## src/rtl/fmt_uart_rx_pkg.sv

```systemverilog
package fmt_uart_rx_pkg;

    typedef enum logic [2:0] {
        ST_IDLE   = 3'd0,
        ST_START  = 3'd1,
        ST_DATA   = 3'd2,
        ST_PARITY = 3'd3,
        ST_STOP   = 3'd4,
        ST_HOLD   = 3'd5
    } rx_state_e;

    // Format field, MSB first so that a cast from the 6-bit field lines up
    typedef struct packed {
        logic       par_force;
        logic       par_sel;
        logic       par_en;
        logic       long_stop;
        logic [1:0] len_code;
    } rx_fmt_t;

    function automatic rx_fmt_t unpack_fmt(input logic [5:0] raw);
        return rx_fmt_t'(raw);
    endfunction

endpackage

```

## src/rtl/fmt_uart_rx_sync.sv

```systemverilog
module fmt_uart_rx_sync #(
    parameter int   STAGES    = 2,
    parameter logic RESET_VAL = 1'b1
) (
    input  logic clk,
    input  logic rst_n,
    input  logic async_i,
    output logic sync_o
);
    logic [STAGES-1:0] chain_d, chain_q;

    always_comb begin
        chain_d = {chain_q[STAGES-2:0], async_i};
    end

    always_ff @(posedge clk or negedge rst_n) begin
        if (!rst_n) chain_q <= {STAGES{RESET_VAL}};
        else        chain_q <= chain_d;
    end

    assign sync_o = chain_q[STAGES-1];
endmodule

```

## src/rtl/fmt_uart_rx_parity.sv

```systemverilog
module fmt_uart_rx_parity #(
    parameter int DATA_W = 8
) (
    input  logic [DATA_W-1:0] bits_i,
    input  logic              sel_i,
    input  logic              force_i,
    output logic              exp_bit_o
);
    // bits_i arrives with unused upper bits at zero, so a full reduction is exact
    always_comb begin
        if (force_i)    exp_bit_o = ~sel_i;
        else if (sel_i) exp_bit_o = ^bits_i;
        else            exp_bit_o = ~(^bits_i);
    end
endmodule

```

## src/rtl/fmt_uart_rx.sv

```systemverilog
module fmt_uart_rx
    import fmt_uart_rx_pkg::*;
#(
    parameter int DATA_W      = 8,
    parameter int OVERSAMPLE  = 16,
    parameter int SYNC_STAGES = 2
) (
    input  logic              clk,
    input  logic              rst_n,
    input  logic              baud_tick,
    input  logic [5:0]        line_fmt,
    input  logic              rx_line,
    output logic [DATA_W-1:0] rx_data,
    output logic              rx_valid,
    output logic              parity_err,
    output logic              frame_err
);
    localparam int CNT_W   = $clog2(OVERSAMPLE);
    localparam int IDX_W   = $clog2(DATA_W);
    localparam int MIN_LEN = DATA_W - 3;

    localparam logic [CNT_W-1:0] MID_CNT  = CNT_W'(OVERSAMPLE / 2 - 1);
    localparam logic [CNT_W-1:0] BIT_CNT  = CNT_W'(OVERSAMPLE - 1);
    localparam logic [CNT_W-1:0] HALF_CNT = CNT_W'(OVERSAMPLE / 2 - 1);

    typedef struct packed {
        rx_state_e         state;
        logic [CNT_W-1:0]  cnt;
        logic [IDX_W-1:0]  idx;
        logic [DATA_W-1:0] shreg;
        logic              par_bad;
        logic              armed;
        logic [DATA_W-1:0] data;
        logic              valid;
        logic              perr;
        logic              ferr;
    } rx_regs_t;

    rx_regs_t  r_d, r_q;
    rx_fmt_t   fmt;
    logic      rx_s;
    logic      exp_par;
    logic [IDX_W-1:0] last_idx;
    logic [CNT_W-1:0] hold_last;

    fmt_uart_rx_sync #(
        .STAGES   (SYNC_STAGES),
        .RESET_VAL(1'b1)
    ) u_sync (
        .clk    (clk),
        .rst_n  (rst_n),
        .async_i(rx_line),
        .sync_o (rx_s)
    );

    fmt_uart_rx_parity #(
        .DATA_W(DATA_W)
    ) u_parity (
        .bits_i   (r_q.shreg),
        .sel_i    (fmt.par_sel),
        .force_i  (fmt.par_force),
        .exp_bit_o(exp_par)
    );

    always_comb begin
        fmt       = unpack_fmt(line_fmt);
        last_idx  = IDX_W'(MIN_LEN - 1) + IDX_W'(fmt.len_code);
        hold_last = (fmt.len_code == 2'b00) ? HALF_CNT : BIT_CNT;
    end

    always_comb begin
        r_d       = r_q;
        r_d.valid = 1'b0;
        r_d.perr  = 1'b0;
        r_d.ferr  = 1'b0;
        if (baud_tick) begin
            unique case (r_q.state)
                ST_IDLE: begin
                    if (r_q.armed && !rx_s) begin
                        r_d.state = ST_START;
                        r_d.cnt   = '0;
                    end
                    r_d.armed = rx_s;
                end
                ST_START: begin
                    if (r_q.cnt == MID_CNT) begin
                        if (rx_s) begin
                            r_d.state = ST_IDLE;
                            r_d.armed = 1'b1;
                        end else begin
                            r_d.state   = ST_DATA;
                            r_d.cnt     = '0;
                            r_d.idx     = '0;
                            r_d.shreg   = '0;
                            r_d.par_bad = 1'b0;
                        end
                    end else begin
                        r_d.cnt = r_q.cnt + 1'b1;
                    end
                end
                ST_DATA: begin
                    if (r_q.cnt == BIT_CNT) begin
                        r_d.cnt = '0;
                        r_d.shreg[r_q.idx] = rx_s;
                        if (r_q.idx == last_idx)
                            r_d.state = fmt.par_en ? ST_PARITY : ST_STOP;
                        else
                            r_d.idx = r_q.idx + 1'b1;
                    end else begin
                        r_d.cnt = r_q.cnt + 1'b1;
                    end
                end
                ST_PARITY: begin
                    if (r_q.cnt == BIT_CNT) begin
                        r_d.cnt     = '0;
                        r_d.par_bad = (rx_s != exp_par);
                        r_d.state   = ST_STOP;
                    end else begin
                        r_d.cnt = r_q.cnt + 1'b1;
                    end
                end
                ST_STOP: begin
                    if (r_q.cnt == BIT_CNT) begin
                        r_d.cnt   = '0;
                        r_d.valid = 1'b1;
                        r_d.data  = r_q.shreg;
                        r_d.perr  = r_q.par_bad;
                        r_d.ferr  = !rx_s;
                        if (fmt.long_stop) begin
                            r_d.state = ST_HOLD;
                        end else begin
                            r_d.state = ST_IDLE;
                            r_d.armed = rx_s;
                        end
                    end else begin
                        r_d.cnt = r_q.cnt + 1'b1;
                    end
                end
                ST_HOLD: begin
                    if (r_q.cnt == hold_last) begin
                        r_d.state = ST_IDLE;
                        r_d.armed = 1'b0;
                        r_d.cnt   = '0;
                    end else begin
                        r_d.cnt = r_q.cnt + 1'b1;
                    end
                end
                default: begin
                    r_d.state = ST_IDLE;
                    r_d.armed = 1'b0;
                end
            endcase
        end
    end

    always_ff @(posedge clk or negedge rst_n) begin
        if (!rst_n) r_q <= '0;
        else        r_q <= r_d;
    end

    assign rx_data    = r_q.data;
    assign rx_valid   = r_q.valid;
    assign parity_err = r_q.perr;
    assign frame_err  = r_q.ferr;
endmodule

```

## config.mk

```make
export PLATFORM = sky130hd
export DESIGN_NAME = fmt_uart_rx
export DESIGN_NICKNAME = d
export VERILOG_FILES = /design/src/rtl/fmt_uart_rx_pkg.sv /design/src/rtl/fmt_uart_rx_sync.sv /design/src/rtl/fmt_uart_rx_parity.sv /design/src/rtl/fmt_uart_rx.sv
export SDC_FILE = /design/constraint.sdc
export NUM_CORES = 1
export LEC_CHECK = 0
export ABC_CLOCK_PERIOD_IN_PS = 2200
export BUFFER_PORTS_ARGS = -buffer_cell sky130_fd_sc_hd__buf_2
export CORE_MARGIN = 5
export CORE_UTILIZATION = 55
export CTS_CLUSTER_SIZE = 30
export DETAILED_ROUTE_END_ITERATION = 12
export HOLD_SLACK_MARGIN = 0.12
export PLACE_DENSITY = 0.76
export SLEW_MARGIN = 20
export SYNTH_ARGS = -nofsm -noshare
export SYNTH_HDL_FRONTEND = slang
export SYNTH_SLANG_ARGS = --single-unit
```

## constraint.sdc

```tcl
create_clock -name clk -period 2.2 [get_ports clk]
set_clock_uncertainty 0.05 [all_clocks]
set_input_delay 0.66 -clock clk [delete_from_list [all_inputs] [get_ports clk]]
set_output_delay 0.66 -clock clk [all_outputs]
set_load 0.005 [all_outputs]
```

==> run_results.csv <==
group,metric,value,unit
status,status,"completed",
route,ant_nets,0,
synthesis,ys_warn_count,0,
timing,period_minus_slack,2.14,ns
layout,final_common_cell,"nand2_1",
synthesis,synth.yosys.seq_area_share,43.8,%
hold_path,min_path_type,"flop to flop",
setup_path,cp-start-kind,"flop",
global_route,grt_max_degree,34,
route,via_per_inst,5.96,
hold_path,holdPathEnd,"u_sync.chain_q[1]",
floorplan,dieArea,0.00471,mm²
hold_path,hp-start,"u_sync.chain_q[0]",
route,totalWireLength,4.07,mm
timing,post-route-period-util,97.2,%
route,dr.pass1.iters,5,
synthesis,syn_avg_cell_area,9.01,µm²
layout,seq_area,830,µm²
timing,whs,0.314,ns
layout,antennaDiodeCount,0,
synthesis,synth_cell_types,49,
layout,fill_cells,282,
route,post_drt_wl_per_cell,14.6,µm
power_and_ir_drop,p_leak,1.04,nW
placement,dpl.cell_count,271,
layout,drive_above_1_share,23.2,%
route,drt_iter0_drc,77,
synthesis,synth_edf_count,0,
floorplan,io_pins,21,
synthesis,synth_nets,222,
synthesis,syn_area,0.00189,mm²
layout,syn2layout_area_growth,13.9,%
floorplan,start_util,56.7,%
timing,worst_slew_pin_slew,0.735,ns
global_route,globalRouteTotalUtil,19.4,%
global_route,antenna_found_initial,0,
timing,hold_viol,0,
placement,io_buffers,20,
clock_tree,cts_buffer_depth,2,
clock_tree,cts_root_buf,"clkbuf_4",
layout,multi_input_area,925,µm²
synthesis,async_flop_share,100,%
timing,slew_headroom,50.3,%
synthesis,ys_ff_latch,33,
clock_tree,cts_tree,"done",
power_and_ir_drop,vdd.ir_drop.worst,0.665,mV
layout,final_nets,244,
setup_path,critical_path_class,"flop to flop",
setup_path,reg2reg_to,"r_q[29]",
route,vias,1662,
timing,fmax,468,MHz
clock_tree,ctsResizeCount,0,
timing,rsz0062_at_grt,"no",
layout,fin_cells,279,
setup_path,reg2regPathDepth,5,
hold_path,whs_path_depth,0,
floorplan,die_w,68.7,µm
setup_path,reg2reg_slack,0.06,ns
placement,routabilityCongestion,0.830,
floorplan,rows,21,
route,drc,0,
setup_path,path_buf_inv,0,
setup_path,crit_path_end_kind,"flop",
setup_path,cp.arrival,2.31,ns
setup_path,cp_cell_sequence,"or4b_4 -> a211o_1 -> a311oi_4 -> a21oi_1 -> a41o_1",
run,max_cap_viol_count,0,
power_and_ir_drop,total_power,0.00205,W
timing,setup_viol,0,
global_route,grt_pass1_vias,1538,
clock_tree,cts_buffers,5,
setup_path,worstPathMaxFanout,8,
synthesis,syn_inst,210,
timing,slew_violations,0,
placement,dp_hpwl,2.99,mm
clock_tree,insertion_delay,0.33,ns
setup_path,crit_family,"compound AO/OA/AOI/OAI gates",
clock_tree,clk_pin_slew,0.10,ns
setup_path,critPathRequiredTime,2.37,ns
floorplan,die_y,68.7,µm
global_route,overflow,0,
clock_tree,ctsHtreeMaxLevel,2,
global_route,grt_pass1_wl,6.84,mm
clock_tree,cts.sinks,33,
setup_path,r2r-start,"r_q[28]",
clock_tree,cts_hold_buf,0,
synthesis,synth_ff_type,"dfrtp_1",
layout,final_cell_mix,"nand2_1, dfrtp_1, buf_2",
clock_tree,postCtsSetupBuffers,0,
power_and_ir_drop,p_per_area,949,mW/mm²
setup_path,critPathMaxStageDelay,0.52,ns
setup_path,crit_path_top_delay_cell,"dfrtp_1",
floorplan,fp.coreArea,0.00334,mm²
## cell type report
class / instances / area share [%]
Sequential cell: 33 / 38.5
Multi-Input combinational cell: 146 / 42.9
Tap cell: 46 / 2.67
Timing Repair Buffer: 36 / 10.2
Inverter: 10 / 1.74
Clock buffer: 7 / 2.56
Clock inverter: 1 / 1.39
## sequential cells by signal (all words and copies together) (netlist names)
| signal | flops |
|---|---|
| parity_err | 1 |
| rx_data | 8 |
| u_sync.chain_q | 2 |
| r_q | 20 |
| rx_valid | 1 |
| frame_err | 1 |
## cell usage after synthesis (all sizes together) (3+ instances only)
master   n  area [µm²]
dfrtp   31         776
buf     11        73.8
nor3     8        40.0
nand2   34         128
a22o     5        43.8
a31oi    5        31.3
xnor2    8        70.1
and3     3        18.8
nand2b   3        18.8
a21oi    8        40.0
inv      9        33.8
nor2b    3        18.8
clkbuf  10        37.5
nor2     5        18.8
nand3    9        45.0
o21ai   14        70.1
## worst max path at each step
stage                start      end  slack (ns)  cells past startpoint
3_3_place_gp   line_fmt[0]  r_q[29]       -0.17                      6
2_1_floorplan  line_fmt[0]  r_q[29]       -0.07                      5
6_report           r_q[28]  r_q[29]        0.06                      5
3_5_place_dp   line_fmt[0]  r_q[29]       -0.20                      6
5_1_grt            r_q[27]  r_q[16]       0.003                      7
4_1_cts            r_q[24]  r_q[27]        0.03                      5
## power by group
group / leakage (nW) / switching, W / internal [W]
combinational: 0.560 / 0.000404 / 0.000367
sequential: 0.439 / 0.000114 / 0.000684
clock: 0.0455 / 0.000205 / 0.000271
total: 1.04 / 0.000723 / 0.00132
## kinds of logic after synthesis
logic type | after synthesis | synth area share, %
AOI/OAI and AO/OA | 52 | 19.7
muxes | 3 | 1.65
xor gates and xnor gates | 10 | 4.63
DFF | 33 | 43.8
buffers and inverters | 31 | 7.87
and+or+nand+nor | 79 | 21.0
adders and majority gates | 2 | 1.32
## metal layers
layer | GRT usage (%) | up-vias | routed length (µm) | part of all wire [%]
met3 | 4.05 | 5 | 292 | 7.2
met2 | 32.9 | 67 | 1990 | 49
met4 | 7.69 | 0 | 50 | 1.2
li1 | - | 791 | - | -
met1 | 23.8 | 799 | 1730 | 42
met5 | 0 | - | 0 | 0
## through the flow
step                      setup WS (ns)  instance area (µm²)  utilization (%)  TNS (ns)
final                            0.0620                 2150             64.6         0
after CTS                        0.0271                 2150             64.3         0
after floorplan                 -0.0706                 1900                -   -0.0706
after detailed placement         -0.201                 2060             61.8    -0.520
after global routing            0.00320                 2150             64.6         0
after global placement           -0.171                 2060             61.8    -0.424
(Power assumes the default switching activity.)
